===== src/rtl/swi2c_pkg.sv =====
`timescale 1ns/1ps
package swi2c_pkg;

    typedef enum logic [2:0] {
        ST_IDLE,
        ST_INIT,
        ST_SEND,
        ST_WACK,
        ST_RECV,
        ST_SACK
    } swi2c_state_e;

    typedef struct packed {
        logic start;
        logic addr;
        logic wdata;
        logic rdreq;
        logic stop;
    } swi2c_evt_t;

endpackage


===== src/rtl/swi2c_line_tracker.sv =====
`timescale 1ns/1ps
module swi2c_line_tracker (
    input  logic clk,
    input  logic rst_n,
    input  logic strobe,
    input  logic sda,
    input  logic scl,
    output logic scl_fall,
    output logic start_cond,
    output logic stop_cond
);

    typedef struct packed {
        logic sda;
        logic scl;
    } hist_t;

    hist_t hist_d, hist_q;

    always_comb begin
        hist_d = hist_q;
        if (strobe) begin
            hist_d.sda = sda;
            hist_d.scl = scl;
        end
        scl_fall   = strobe && hist_q.scl && !scl;
        start_cond = strobe && hist_q.sda && !sda && scl;
        stop_cond  = strobe && !hist_q.sda && sda && scl;
    end

    // Released-bus levels after reset
    always_ff @(posedge clk or negedge rst_n) begin
        if (!rst_n) begin
            hist_q <= '{sda: 1'b1, scl: 1'b1};
        end else begin
            hist_q <= hist_d;
        end
    end

    // history moves only on strobed samples
    p_hist_hold_r3: assert property (@(posedge clk) disable iff (!rst_n)
        !strobe |=> $stable(hist_q));

endmodule


===== src/rtl/swi2c_byte_fsm.sv =====
`timescale 1ns/1ps
module swi2c_byte_fsm
    import swi2c_pkg::*;
#(
    parameter int DATA_W = 8
) (
    input  logic              clk,
    input  logic              rst_n,
    input  logic              strobe,
    input  logic              sda,
    input  logic              scl_fall,
    input  logic              start_cond,
    input  logic              stop_cond,
    input  logic [DATA_W-1:0] tgt_byte,
    input  logic              tgt_valid,
    output swi2c_state_e      state,
    output logic              shreg_msb,
    output swi2c_evt_t        evt,
    output logic [DATA_W-1:0] out_byte,
    output logic              rd_dir
);

    localparam int CNT_W = (DATA_W > 1) ? $clog2(DATA_W) : 1;
    localparam logic [CNT_W-1:0] LAST_BIT = CNT_W'(DATA_W - 1);

    typedef struct packed {
        swi2c_state_e      state;
        logic [CNT_W-1:0]  cnt;
        logic [DATA_W-1:0] shreg;
        logic              have_addr;
        logic              rd_dir;
        logic [DATA_W-1:0] out_byte;
        swi2c_evt_t        evt;
    } fsm_t;

    fsm_t d, q;
    logic [DATA_W-1:0] load_val;
    logic              dir_now;

    always_comb begin
        d        = q;
        d.evt    = '0;
        load_val = tgt_valid ? tgt_byte : '1;
        dir_now  = q.rd_dir;

        unique case (q.state)
            ST_IDLE: begin
                if (start_cond) begin
                    d.state     = ST_INIT;
                    d.evt.start = 1'b1;
                end
            end
            ST_INIT: begin
                if (scl_fall && !sda) begin
                    d.state = ST_SEND;
                    d.cnt   = '0;
                end
            end
            ST_SEND: begin
                if (scl_fall) begin
                    d.shreg = {q.shreg[DATA_W-2:0], sda};
                    d.cnt   = q.cnt + 1'b1;
                    if (q.cnt == LAST_BIT) d.state = ST_WACK;
                end else if (stop_cond) begin
                    d.state     = ST_IDLE;
                    d.have_addr = 1'b0;
                    d.evt.stop  = 1'b1;
                end
            end
            ST_WACK: begin
                if (scl_fall) begin
                    if (!q.have_addr) begin
                        d.have_addr = 1'b1;
                        d.rd_dir    = q.shreg[0];
                        dir_now     = q.shreg[0];
                        d.out_byte  = {q.shreg[DATA_W-1:1], 1'b0};
                        d.evt.addr  = 1'b1;
                    end else begin
                        d.out_byte  = q.shreg;
                        d.evt.wdata = 1'b1;
                    end
                    d.cnt = '0;
                    if (dir_now) begin
                        d.state     = ST_RECV;
                        d.shreg     = load_val;
                        d.evt.rdreq = 1'b1;
                    end else begin
                        d.state = ST_SEND;
                    end
                end else if (stop_cond) begin
                    d.state     = ST_IDLE;
                    d.have_addr = 1'b0;
                    d.evt.stop  = 1'b1;
                end
            end
            ST_RECV: begin
                if (scl_fall) begin
                    d.shreg = {q.shreg[DATA_W-2:0], 1'b0};
                    d.cnt   = q.cnt + 1'b1;
                    if (q.cnt == LAST_BIT) d.state = ST_SACK;
                end else if (stop_cond) begin
                    d.state     = ST_IDLE;
                    d.have_addr = 1'b0;
                    d.evt.stop  = 1'b1;
                end
            end
            ST_SACK: begin
                if (scl_fall) begin
                    d.state     = ST_RECV;
                    d.cnt       = '0;
                    d.shreg     = load_val;
                    d.evt.rdreq = 1'b1;
                end else if (stop_cond) begin
                    d.state     = ST_IDLE;
                    d.have_addr = 1'b0;
                    d.evt.stop  = 1'b1;
                end
            end
            default: begin
                d.state = ST_IDLE;
            end
        endcase
    end

    always_ff @(posedge clk or negedge rst_n) begin
        if (!rst_n) begin
            q <= '{state: ST_IDLE, cnt: '0, shreg: '0, have_addr: 1'b0,
                   rd_dir: 1'b0, out_byte: '0, evt: '0};
        end else begin
            q <= d;
        end
    end

    assign state     = q.state;
    assign shreg_msb = q.shreg[DATA_W-1];
    assign evt       = q.evt;
    assign out_byte  = q.out_byte;
    assign rd_dir    = q.rd_dir;

    p_evt_strobe_r3: assert property (@(posedge clk) disable iff (!rst_n)
        (|q.evt) |-> $past(strobe));

    p_start_init_r2: assert property (@(posedge clk) disable iff (!rst_n)
        q.evt.start |-> (q.state == ST_INIT && $past(q.state) == ST_IDLE));

    p_addr_lsb_r5: assert property (@(posedge clk) disable iff (!rst_n)
        q.evt.addr |-> !q.out_byte[0]);

    p_rdreq_dir_r7: assert property (@(posedge clk) disable iff (!rst_n)
        q.evt.rdreq |-> (q.rd_dir && q.state == ST_RECV && q.cnt == '0));

    p_stop_idle_r10: assert property (@(posedge clk) disable iff (!rst_n)
        q.evt.stop |-> (q.state == ST_IDLE && !q.have_addr));

endmodule


===== src/rtl/swi2c_sda_return.sv =====
`timescale 1ns/1ps
module swi2c_sda_return
    import swi2c_pkg::*;
(
    input  swi2c_state_e state,
    input  logic         shreg_msb,
    output logic         sda_ret
);

    always_comb begin
        unique case (state)
            ST_RECV: sda_ret = shreg_msb;
            ST_WACK: sda_ret = 1'b0;
            default: sda_ret = 1'b1;
        endcase
    end

endmodule


===== src/rtl/swi2c_decoder.sv =====
`timescale 1ns/1ps
module swi2c_decoder
    import swi2c_pkg::*;
#(
    parameter int DATA_W = 8
) (
    input  logic              clk,
    input  logic              rst_n,
    input  logic              smp_valid,
    input  logic              sda_lvl,
    input  logic              scl_lvl,
    input  logic [DATA_W-1:0] tgt_byte,
    input  logic              tgt_valid,
    output logic              ev_start,
    output logic              ev_addr,
    output logic              ev_wdata,
    output logic              ev_rdreq,
    output logic              ev_stop,
    output logic [DATA_W-1:0] xfer_byte,
    output logic              xfer_read,
    output logic              sda_ret
);

    logic         scl_fall, start_cond, stop_cond, shreg_msb;
    swi2c_state_e state;
    swi2c_evt_t   evt;

    swi2c_line_tracker u_track (
        .clk        (clk),
        .rst_n      (rst_n),
        .strobe     (smp_valid),
        .sda        (sda_lvl),
        .scl        (scl_lvl),
        .scl_fall   (scl_fall),
        .start_cond (start_cond),
        .stop_cond  (stop_cond)
    );

    swi2c_byte_fsm #(.DATA_W(DATA_W)) u_fsm (
        .clk        (clk),
        .rst_n      (rst_n),
        .strobe     (smp_valid),
        .sda        (sda_lvl),
        .scl_fall   (scl_fall),
        .start_cond (start_cond),
        .stop_cond  (stop_cond),
        .tgt_byte   (tgt_byte),
        .tgt_valid  (tgt_valid),
        .state      (state),
        .shreg_msb  (shreg_msb),
        .evt        (evt),
        .out_byte   (xfer_byte),
        .rd_dir     (xfer_read)
    );

    swi2c_sda_return u_ret (
        .state     (state),
        .shreg_msb (shreg_msb),
        .sda_ret   (sda_ret)
    );

    assign ev_start = evt.start;
    assign ev_addr  = evt.addr;
    assign ev_wdata = evt.wdata;
    assign ev_rdreq = evt.rdreq;
    assign ev_stop  = evt.stop;

endmodule


===== config.mk =====
export PLATFORM = sky130hd
export DESIGN_NAME = swi2c_decoder
export DESIGN_NICKNAME = d
export VERILOG_FILES = /design/src/rtl/swi2c_pkg.sv /design/src/rtl/swi2c_line_tracker.sv /design/src/rtl/swi2c_byte_fsm.sv /design/src/rtl/swi2c_sda_return.sv /design/src/rtl/swi2c_decoder.sv
export SDC_FILE = /design/constraint.sdc
export NUM_CORES = 1
export LEC_CHECK = 0
export CORE_MARGIN = 2
export CORE_UTILIZATION = 30
export CTS_BUF_LIST = sky130_fd_sc_hd__clkbuf_8 sky130_fd_sc_hd__clkbuf_16
export DETAILED_ROUTE_END_ITERATION = 12
export DONT_BUFFER_PORTS = 1
export REMOVE_ABC_BUFFERS = 1
export SYNTH_ARGS = -nofsm -noshare
export SYNTH_HDL_FRONTEND = slang
export SYNTH_SLANG_ARGS = --single-unit

===== constraint.sdc =====
create_clock -name clk -period 4.7 [get_ports clk]
set_input_delay 0.705 -clock clk [delete_from_list [all_inputs] [get_ports clk]]
set_output_delay 0.705 -clock clk [all_outputs]
set_load 0.005 [all_outputs]

## After elaboration in Yosys (flattened, before gate mapping)

Index checks and enable logic that the tools add are counted.

- Register bits after elaboration: 31
- Output and inout port bits: 15
- Logic and storage cells: 90

- Add/subtract/negate cells: 1
- Equality and inequality tests: 15
- Multiplexer cells: 39
- Bitwise gates (word level): 1
- Reductions and logical operators: 21

Operator list:

| cell | count |
|---|---|
| 11-bit two-way mux | 4 |
| 9-bit case mux with 4 select lines | 1 |
| 3-bit two-way mux | 10 |
| 3-bit case mux with 6 select lines | 1 |
| 1-bit two-way mux | 16 |
| 8-bit two-way mux | 2 |
| 3-bit case mux with 5 select lines | 1 |
| 2-bit by 1-bit != test with 1-bit output, second input constant | 6 |
| 6-bit AND reduction | 2 |
| 3-bit == test, second input constant | 3 |
| 1-bit logical AND | 9 |
| 3-bit by 2-bit == test with 1-bit output, second input constant | 2 |
| 6-bit two-way mux | 1 |
| 3-bit != test, second input constant | 2 |
| 5-bit nonzero test | 1 |
| 1-bit case mux with 2 select lines | 2 |
| 4-bit AND reduction | 1 |
| 4-bit nonzero test | 1 |
| 4-bit OR reduction | 1 |
| 3-bit by 1-bit adder with 3-bit output, second input constant | 1 |
| 3-bit by 1-bit == test with 1-bit output, second input constant | 1 |
| 1-bit zero test | 3 |
| 3-bit zero test | 1 |
| 3-bit AND reduction | 1 |
| 4 further kinds | 4 |

## Longest topological paths before layout

Gate-level depths: netlist of run 1.

- Depth in word-level cells: 7
- Mapped depth: 6
- Gate-level depth less buffers: 5

## Hierarchy

A second synthesis of run 1 with hierarchy kept.

- Cell total of the unflattened synthesis: 157
- Area, all modules: 1681.6 sq um

By module, submodules not included:

| module | times used | cells each | area each (sq um) | sequential area each (sq um) |
|---|---|---|---|---|
| swi2c_byte_fsm | 1 | 147 | 1545.2 | 725.7 |
| swi2c_line_tracker | 1 | 7 | 111.4 | 52.6 |
| swi2c_sda_return | 1 | 3 | 25.0 | 0.0 |

## Worst setup path before layout of run 1

No wires, ideal clock.

- Path kind: input -> register
- Start point: in scl_lvl
- End point: reg u_fsm.q, in the netlist u_fsm.out_byte[2]
- Data arrival time: 1.572 ns
- Required time: 4.575 ns
- Setup slack: 3.003 ns
- Cell stages on the path: 4
- Buffers on the path: 1
- Cell sequence: and3b_1 -> nand3_1 -> buf_2 -> mux2_2

- Longest elaborated chain between the ends: 3

RTL lines:

| what | RTL line | source |
|---|---|---|
| start: declaration | swi2c_decoder.sv:11 | `input logic scl_lvl,` |
| 1-bit zero test | swi2c_line_tracker.sv:26 | `scl_fall = strobe && hist_q.scl && !scl;` |
| 1-bit logical AND | swi2c_line_tracker.sv:26 |  |
| 2-bit AND reduction (no line) | n/a |  |
| end signal: assignment | swi2c_byte_fsm.sv:127 | `q <= '{state: ST_IDLE, cnt: '0, shreg: '0, have_addr: 1'b0,` |
| end: declaration | swi2c_byte_fsm.sv:36 | `fsm_t d, q;` |

No other way between the ends.
A chain may end at the register's enable or synchronous reset.

## Final worst setup path of run 1

- Start point: reg u_fsm.q, in the netlist u_fsm.state[1]
- End point: out sda_ret

- Longest elaborated chain between the ends: 2
- Elaborated cells on any way between the ends: 3

RTL lines:

| what | RTL line | source |
|---|---|---|
| 3-bit by 2-bit == test with 1-bit output / 3-bit == test (equally long branches) | swi2c_sda_return.sv:11 | `unique case (state)` |
| 1-bit case mux with 2 select lines * | swi2c_sda_return.sv:11 |  |
| end: declaration | swi2c_decoder.sv:21 | `output logic sda_ret` |

Mark *: on every way between the ends. The rest lies on a longest branch, timed or not.

==> out/metrics.cfg, run 1 <==
[status]
status = finished, final reports clean

[global_routing]
grt_pass1_vias = 1006
grt_pass1_wl_mm = 4.70
antenna_found_initial = 0
grt_max_degree = 32
grt_overflow = 0
grt_util_all_layers_pct = 11.3

[routing]
first_iter_violations = 37
drt-pass1-iter-count = 4
route.detailed.drc = 0
vias = 1018
finalWirelength_mm = 3.03
wl_per_cell_um = 14.5
post_drt_via_cell_ratio = 4.89
ant_nets = 0

[synth]
ys_async_sr_fraction_pct = 100
ys_ff_latch = 31
ys_seq_area_share_pct = 50.3
synth_top_cell_by_area = dfrtp_1
synth_commonest_cells = 29 x dfrtp_1, 16 x nand2_1, 13 x nor2_1
netlist_instances = 143
synth_area_leaders = dfrtp_1 47%, mux2_2 7.3%, buf_4 3.9%
synth_most_common_cell = dfrtp_1
ys_warn_count = 0
ys.flop_type = dfrtp_1
synth-edff-count = 0
yosys.area.top_type_share_pct = 46.9
syn_area_um2 = 1550
syn_avg_cell_area_um2 = 10.8
synth.distinct_cells = 36

[timing]
fin_crit_sh_pct = 44.7
finalSetupViolations = 0
hold_ws_ns = 0.111
worst_pin_slew_ns = 0.569
hold_viol = 0
rsz0062_at_grt = no
slew_viol_final = 0
clock.fmax_mhz = 476
fin_crit_ns = 2.10
setup_tns_ns = 0
slew_headroom_pct = 62.0
worst_clock_skew_ns = 0.00826

[clocking]
htree_num_levels = 2
cts_buffer_depth = 2
hold_buffers = 0
cts.sinks = 31
numCtsBuffers = 5
post_cts_buffers = 0
tritoncts = done
clock_latency_ns = 0.28
clk_pin_slew_ns = 0.07
cts-root-buf = clkbuf_8
cts_resized = 0

[finish]
antennaDiodeCount = 0
drive_gt1_share_pct = 18.8
fin_nets = 153
final.fill_count = 508
area_growth_syn_to_layout_pct = 6.79

[worst_setup_path]
worst-path-stages = 3
arrival_ns = 1.40
crit_type = reg -> out
cp_slowest_cell = dfrtp_1
cp-endpoint = sda_ret
r2r_cells = 4
startpoint = u_fsm.state[1]
cpLargestDelayFamily = flip-flops
worstPathRequired_ns = 3.99
slowest_delay_ns = 0.59
reg2reg_slack_ns = 2.63
crit_path_end_kind = output pin
start_kind = register
path_buf_inv = 0
cp_max_fo = 12
r2r-end = u_fsm.rd_dir
timing.rr.start = u_fsm.state[0]
path_cells = nand2b_1 -> nor3_1 -> a21oi_1

[floorplan]
die-area_um2 = 5750
start_util_pct = 30.7
chipHeight_um = 75.8
die_w_um = 75.8
io_pins = 29
fp-row-count = 26
core-area_um2 = 5040

[flow_run]
cap_violations = 0

[power]
power_density_nw_per_um2 = 554
p_total_uw = 916
ir_worst_vdd_v = 0.000202
leakagePower_nw = 0.745

[placement]
gp_congestion = 0.780
hpwl_mm = 2.17
io_buffer_count = 0

[min_path]
hp-class = in -> async

## registers in the layout (all words and copies together) (netlist names)
name,flops
u_fsm.q,11
u_fsm.out_byte,8
u_fsm.evt,5
u_fsm.state,3
u_track.hist_q,2
u_fsm.rd_dir,1
u_fsm.shreg_msb,1
## stage by stage
stage | instances | area, um^2 | worst slack, ns | util, %
after floorplan | 130 | 1450 | 2.77 | -
after global placement | 200 | 1540 | 2.56 | 30.4
after detailed placement | 200 | 1540 | 2.48 | 30.4
after CTS | 208 | 1650 | 2.60 | 32.8
after global routing | 208 | 1650 | 2.44 | 32.8
final | 208 | 1650 | 2.60 | 32.8
## how the worst min path moves through the flow
stage | start | endpoint | depth (start not counted)
after floorplan | rst_n | u_fsm.evt[0] | 0
after global placement | rst_n | u_fsm.q[24] | 0
after detailed placement | rst_n | u_fsm.q[21] | 0
after CTS | rst_n | u_fsm.q[19] | 0
after global routing | rst_n | u_fsm.q[24] | 0
final | rst_n | u_fsm.out_byte[7] | 0
## area by class of cell
type | instances | area, um^2 | area share [%]
Clock buffer | 6 | 82.6 | 5.00
Multi-Input combinational cell | 93 | 647 | 39.1
Tap cell | 70 | 87.6 | 5.30
Clock inverter | 2 | 35.0 | 2.12
Inverter | 6 | 22.5 | 1.36
Sequential cell | 31 | 778 | 47.1
## worst register-to-register path, stage by stage (launching register included)
cell     delay (ns)
dfrtp_1        0.54
nor2b_1        0.29
nand3_1        0.46
nor2_1         0.32
mux2_2         0.36
## cell usage in the layout, fill, tap and decap left out, drive strengths merged, types with 2 or more instances in the layout
| cell | netlist | layout |
|---|---|---|
| a21oi | 3 | 3 |
| clkbuf | 1 | 6 |
| dfrtp | 29 | 29 |
| dfstp | 2 | 2 |
| ha | 2 | 2 |
| inv | 6 | 6 |
| mux2 | 10 | 10 |
| mux2i | 4 | 4 |
| nand2 | 16 | 16 |
| nand2b | 2 | 2 |
| nand3 | 3 | 3 |
| nand3b | 2 | 2 |
| nor2 | 13 | 13 |
| nor2b | 2 | 2 |
| nor3 | 3 | 3 |
| nor3b | 7 | 7 |
| o211ai | 2 | 2 |
| o21ai | 4 | 4 |
| o31ai | 7 | 7 |
## logic make-up after synthesis
kind of cell,share of synthesized area [%]
flops,50.3
compound gates,11.6
xor+xnor,1.62
fa+ha+maj,1.62
buf+inv,7.92
simple gates,17.1
mux,9.86
## metal layers
| metal | vias to the layer above | track usage [%] | wire length, um |
|---|---|---|---|
| met5 | - | 0 | 0 |
| met4 | 0 | 5.85 | 65 |
| met3 | 10 | 5.29 | 258 |
| met2 | 26 | 17.8 | 1450 |
| met1 | 503 | 12.7 | 1250 |
| li1 | 479 | - | - |
## report_power, final
group / internal [mW] / leakage [nW] / switching (mW)
combinational: 0.0991 / 0.274 / 0.113
clock: 0.171 / 0.0612 / 0.0979
sequential: 0.347 / 0.410 / 0.0880
total: 0.617 / 0.745 / 0.299
Power figures use the tool's default switching activity.
==> inputs of run 2 (changes only) <==
==> constraint.sdc (replaced) <==
create_clock -name clk -period 2.1 [get_ports clk]
set_input_delay 0.315 -clock clk [delete_from_list [all_inputs] [get_ports clk]]
set_output_delay 0.315 -clock clk [all_outputs]
set_load 0.005 [all_outputs]
==> out/metrics.cfg, run 2 (synthesis results as in run 1) <==
[status]
status = finished, final reports clean

[finish]
largest-register = u_fsm.q
most-common-layout-cells = 29 x dfrtp_1, 16 x nand2_1, 13 x nor2_1
antennaDiodeCount = 0  ; unchanged
fin_util_pct = 33.5  ; +0.74 points
largest_reg_flops = 11  ; unchanged
fin_nets = 156  ; +2.0%
area_growth_syn_to_layout_pct = 9.22
drive_gt1_share_pct = 19.9  ; +1.0 points
final_common_cell = dfrtp_1

[clocking]
cts.sinks = 31  ; unchanged
clock_latency_ns = 0.29  ; about the same
cts-root-buf = clkbuf_8
tritoncts = done
cts_buffer_depth = 2  ; unchanged
clk_pin_slew_ns = 0.07  ; about the same
post_cts_buffers = 0  ; unchanged
htree_num_levels = 2  ; unchanged
numCtsBuffers = 5  ; unchanged

[timing]
slew_headroom_pct = 66.4  ; +4.4 points
worst_pin_slew_ns = 0.502  ; -0.0666 ns
hold_viol = 0  ; unchanged
slew_viol_final = 0  ; unchanged
finalSetupViolations = 0  ; unchanged
setup_tns_ns = 0  ; unchanged
worst_clock_skew_ns = 0.00923  ; +0.000976 ns
clock.fmax_mhz = 573
rsz0062_at_grt = no
fin_crit_ns = 1.74
fin_crit_sh_pct = 83.1
hold_ws_ns = 0.0948  ; -0.0164 ns

[worst_setup_path]
crit_type = reg -> out
slowest_delay_ns = 0.59  ; about the same
r2r-end = u_fsm.shreg_msb
cpLargestDelayFamily = flip-flops
r2r_cells = 3  ; -1
path_cells = nand2b_1 -> nor3_1 -> a21oi_1
crit_path_end_kind = output pin
cp_slowest_cell = dfrtp_1
worst-path-stages = 3  ; unchanged
start_kind = register
timing.rr.start = u_fsm.state[1]
reg2reg_slack_ns = 0.39  ; -2.24 ns
cp_max_fo = 12  ; unchanged
worstPathRequired_ns = 1.78  ; -2.21 ns
path_buf_inv = 0  ; unchanged
arrival_ns = 1.43  ; +0.03 ns

[placement]
gp_congestion = 0.839  ; +7.5%
io_buffer_count = 0  ; unchanged
hpwl_mm = 2.31  ; +6.5%

[floorplan]
die_w_um = 75.8  ; unchanged
chipHeight_um = 75.8  ; unchanged
io_pins = 29  ; unchanged
fp-row-count = 26  ; unchanged
die-area_um2 = 5750  ; unchanged
start_util_pct = 30.7  ; unchanged
core-area_um2 = 5040  ; unchanged

[min_path]
hold_end = u_track.hist_q[0]
hp-class = in -> reg
whs_path_depth = 1
min_from = smp_valid

[power]
power_density_nw_per_um2 = 1230  ; +120%
leakagePower_nw = 0.763  ; +2.4%
ir_worst_vdd_v = 0.000383  ; +90%

[routing]
finalWirelength_mm = 3.13  ; +3.5%
drt-pass1-iter-count = 4  ; unchanged
ant_nets = 0  ; unchanged
wl_per_cell_um = 14.8  ; +2.0%
vias = 1046  ; +2.8%
first_iter_violations = 39  ; +5.4%
post_drt_via_cell_ratio = 4.96  ; +1.3%
route.detailed.drc = 0  ; unchanged

[global_routing]
grt_pass1_vias = 1022  ; +1.6%
grt_util_all_layers_pct = 11.5  ; +0.26 points
grt_max_degree = 32  ; unchanged
grt_pass1_wl_mm = 4.86  ; +3.4%
grt_overflow = 0  ; unchanged
antenna_found_initial = 0  ; unchanged

[flow_run]
cap_violations = 0  ; unchanged

==> run 2: cell types whose count changed in the layout (fill, tap and decap cells not counted) <==
cell           change
buf_12             +1
dlygate4sd3_1      +1
buf_4              +1
==> run 2: layer usage <==
layer	global-route usage [%]	part of all wire [%]	up-vias	wire [um]
met5	0	0	-	0
met4	5.07	2.0	0	63
met3	6.08	7.8	9	243
met2	18.8	51	27	1610
met1	12.5	39	525	1210
li1	-	-	485	-
==> run 2: worst max-delay path by stage <==
| stage | slack (ns) | startpoint | endpoint |
|---|---|---|---|
| after floorplan | 0.37 | u_fsm.state[0] | u_fsm.rd_dir |
| after global placement | 0.49 | u_fsm.state[1] | u_fsm.q[15] |
| after detailed placement | 0.43 | u_fsm.state[1] | u_fsm.shreg_msb |
| after CTS | 0.36 | u_fsm.state[1] | sda_ret |
| after global routing | 0.26 | u_fsm.state[1] | sda_ret |
| final | 0.36 | u_fsm.state[1] | sda_ret |
==> run 2: repair_timing <==
item                                   4_1_cts  5_1_grt
gates resized for setup                      0        0
endpoints found under the hold margin       31        0
hold buffers                                 2        0
==> run 2: worst reg2reg max path, cell delays in order, from the launching register on <==
cell and delay (ns):
dfrtp_1 0.53, nand2b_1 0.29, a311o_4 0.50, o31ai_1 0.28
==> run 2: area by class of cell <==
cell class / count / area [um^2]
clock buffers: 6 / 82.6
multi-input cells: 93 / 647
clock inverters: 2 / 35.0
fillers: 506 / 3350
well taps: 70 / 87.6
repair buffers: 3 / 37.5
flip-flops and latches: 31 / 778
inverters: 6 / 22.5
==> run 2: report_power, final <==
group	switching [mW]	total, mW	internal [mW]
clock	0.219	0.603	0.383
sequential	0.195	0.970	0.775
combinational	0.276	0.505	0.229
==> run 2: metrics by stage <==
stage	area (um^2)	worst slack, ns	total power, mW	instances
2_1_floorplan	1450	0.365	1.32	130
3_3_place_gp	1540	0.493	1.42	201
3_5_place_dp	1540	0.433	1.47	201
4_1_cts	1690	0.359	2.09	211
5_1_grt	1690	0.259	2.22	211
6_report	1690	0.355	2.08	211
==> inputs of run 3 (changes only) <==
==> constraint.sdc (replaced) <==
create_clock -name clk -period 1.4 [get_ports clk]
set_input_delay 0.21 -clock clk [delete_from_list [all_inputs] [get_ports clk]]
set_output_delay 0.21 -clock clk [all_outputs]
set_load 0.005 [all_outputs]
==> out/metrics.cfg, run 3 (synthesis results as in run 1) <==
[power]
seqPwrFrac_pct = 39.2  ; -7.5 points
netSwitchingFraction_pct = 36.9  ; +3.7 points
clockPowerShare_pct = 18.3  ; -11 points
power_density_nw_per_um2 = 1720  ; +40%
switchingPower_mw = 1.35  ; +96%
p_total_mw = 3.66  ; +76%
comb_power_share_pct = 42.5  ; +18 points
leakagePower_nw = 0.942  ; +24%
internal_power_mw = 2.31  ; +66%
ir_worst_vdd_v = 0.000855  ; +120%

[worst_setup_path]
cp_slowest_cell = dfstp_2
start_kind = register
crit_type = reg -> reg
path_cells = nand3b_1 -> buf_6 -> a311o_2 -> nand2_1 -> o31ai_2
cp_max_fo = 8  ; -4
path_buf_inv = 1  ; +1
arrival_ns = 1.73  ; +0.30 ns
r2r_cells = 5  ; +2
worst-path-stages = 5  ; +2
cpLargestDelayFamily = flip-flops
worstPathRequired_ns = 1.57  ; -0.21 ns
crit_path_end_kind = register
slowest_delay_ns = 0.54  ; -0.05 ns

[routing]
finalWirelength_mm = 3.94  ; +26%
ant_nets = 0  ; unchanged
vias = 1201  ; +15%
route.detailed.drc = 0  ; unchanged
drt-pass1-iter-count = 4  ; unchanged
first_iter_violations = 52  ; +33%
wl_per_cell_um = 16.3  ; +10%
post_drt_via_cell_ratio = 4.98  ; +0.53%

[floorplan]
core-area_um2 = 5040  ; unchanged
start_util_pct = 30.7  ; unchanged
chipHeight_um = 75.8  ; unchanged
io_pins = 29  ; unchanged
die-area_um2 = 5750  ; unchanged
fp-row-count = 26  ; unchanged
die_w_um = 75.8  ; unchanged

[clocking]
tritoncts = done
clock_latency_ns = 0.28  ; about the same
htree_num_levels = 2  ; unchanged
cts-root-buf = clkbuf_8
cts.sinks = 31  ; unchanged
clk_pin_slew_ns = 0.07  ; about the same
cts_buffer_depth = 2  ; unchanged
numCtsBuffers = 5  ; unchanged

[flow_run]
cap_violations = 0  ; unchanged

[min_path]
hp-class = in -> reg
whs_path_depth = 1  ; unchanged

[finish]
most-common-layout-cells = 27 x dfrtp_1, 19 x buf_4, 11 x nor2_1, 11 x nand2_1, 8 x mux2_2
largest-register = u_fsm.q
drive_gt1_share_pct = 51.2  ; +31 points
fin_cells = 241  ; +14%
fin_util_pct = 42.1  ; +8.6 points
area_growth_syn_to_layout_pct = 37.3
final.fill_count = 461  ; -8.9%
largest_reg_flops = 11  ; unchanged
fin_nets = 185  ; +19%
final_common_cell = dfrtp_1

[placement]
dp_cells = 222  ; +10%
io_buffer_count = 0  ; unchanged
post-place-ws_ns = -0.158  ; -0.591 ns
hpwl_mm = 2.51  ; +8.6%
gp_congestion = 0.784  ; -6.5%

[global_routing]
grt_max_degree = 32  ; unchanged
antenna_found_initial = 1  ; +1
grt_util_all_layers_pct = 13.2  ; +1.6 points
grt_pass1_vias = 1170  ; +14%
grt_overflow = 0  ; unchanged
grt_pass1_wl_mm = 5.53  ; +14%

[timing]
hold_viol = 0  ; unchanged
clock.fmax_mhz = 641
finalSetupViolations = 19  ; +19
worst_clock_skew_ns = 0.00579  ; -0.00345 ns
worst_pin_slew_ns = 0.296  ; -0.206 ns
hold_ws_ns = 0.0807  ; -0.0141 ns
rsz0062_at_grt = yes
finalWorstSetupSlack_ns = -0.160  ; -0.515 ns
fin_crit_sh_pct = 111
slew_viol_final = 0  ; unchanged
fin_crit_ns = 1.56
slew_headroom_pct = 80.3  ; +14 points

[status]
violations = setup timing
status = complete, but fails checks

-- run 3: cell count changes in the layout (fill, tap and decap cells not counted), moves of 3 or more --
| cell | previous run | this run |
|---|---|---|
| a21oi_1 | 3 | 0 |
| a21oi_2 | 0 | 3 |
| buf_4 | 1 | 19 |
| buf_6 | 0 | 7 |
| nand2_1 | 16 | 11 |
| nand2_2 | 0 | 5 |
| nor3b_1 | 7 | 3 |
| nor3b_2 | 0 | 4 |
| o31ai_1 | 5 | 2 |
| o31ai_2 | 2 | 5 |
-- run 3: metal layers --
metal / share of wire [%] / track usage, % / routed length (um)
met3: 5.8 / 6.08 / 228
met2: 53 / 21.4 / 2080
met4: 2.1 / 4.87 / 81
met1: 39 / 15.2 / 1550
met5: 0 / 0 / 0
-- run 3: path summary, 6_finish.rpt --
check / start / to / slack [ns]
min: sda_lvl / u_track.hist_q[1] / 0.08
max: u_track.hist_q[0] / u_fsm.q[19] / -0.16
min reg2reg: u_track.hist_q[0] / u_track.hist_q[0] / 0.49
min in group asynchronous: rst_n / u_fsm.out_byte[4] / 0.36
max in group asynchronous: rst_n / u_track.hist_q[1] / 0.81
max reg2reg: u_track.hist_q[0] / u_fsm.q[19] / -0.16
-- run 3: metrics by stage --
stage               setup TNS (ns)  instance area, um^2
floorplan                    -2.12                 1450
global placement            -0.594                 1700
detailed placement           -1.60                 1700
CTS                         -0.703                 1880
global route                 -2.54                 2120
finish                       -1.81                 2120
-- run 3: cell type report --
class / count / area (um^2) / share of cell area, %
clock buffers: 5 / 68.8 / 3.24
well taps: 70 / 87.6 / 4.12
flip-flops and latches: 31 / 781 / 36.7
repair buffers: 31 / 297 / 14.0
clock inverters: 3 / 15.0 / 0.707
diodes: 1 / 2.50 / 0.118
inverters: 6 / 22.5 / 1.06
multi-input cells: 94 / 851 / 40.0
-- run 3: power groups by stage --
stage | Clock (mW) | Combinational (mW) | Sequential (mW)
after floorplan | 0 | 0.598 | 1.39
after global placement | 0 | 1.04 | 1.37
after detailed placement | 0 | 1.10 | 1.38
after CTS | 0.695 | 1.20 | 1.38
after global routing | 0.747 | 1.68 | 1.48
final | 0.670 | 1.55 | 1.43
-- run 3: timing repair --
action                                 4_1_cts  5_1_grt
pin swaps                                    6       16
cloned                                       0        1
setup buffers                                1        5
gates resized for setup                     15       41
hold buffers                                 3        0
setup endpoints to repair                   21       24
endpoints found under the hold margin       32        0
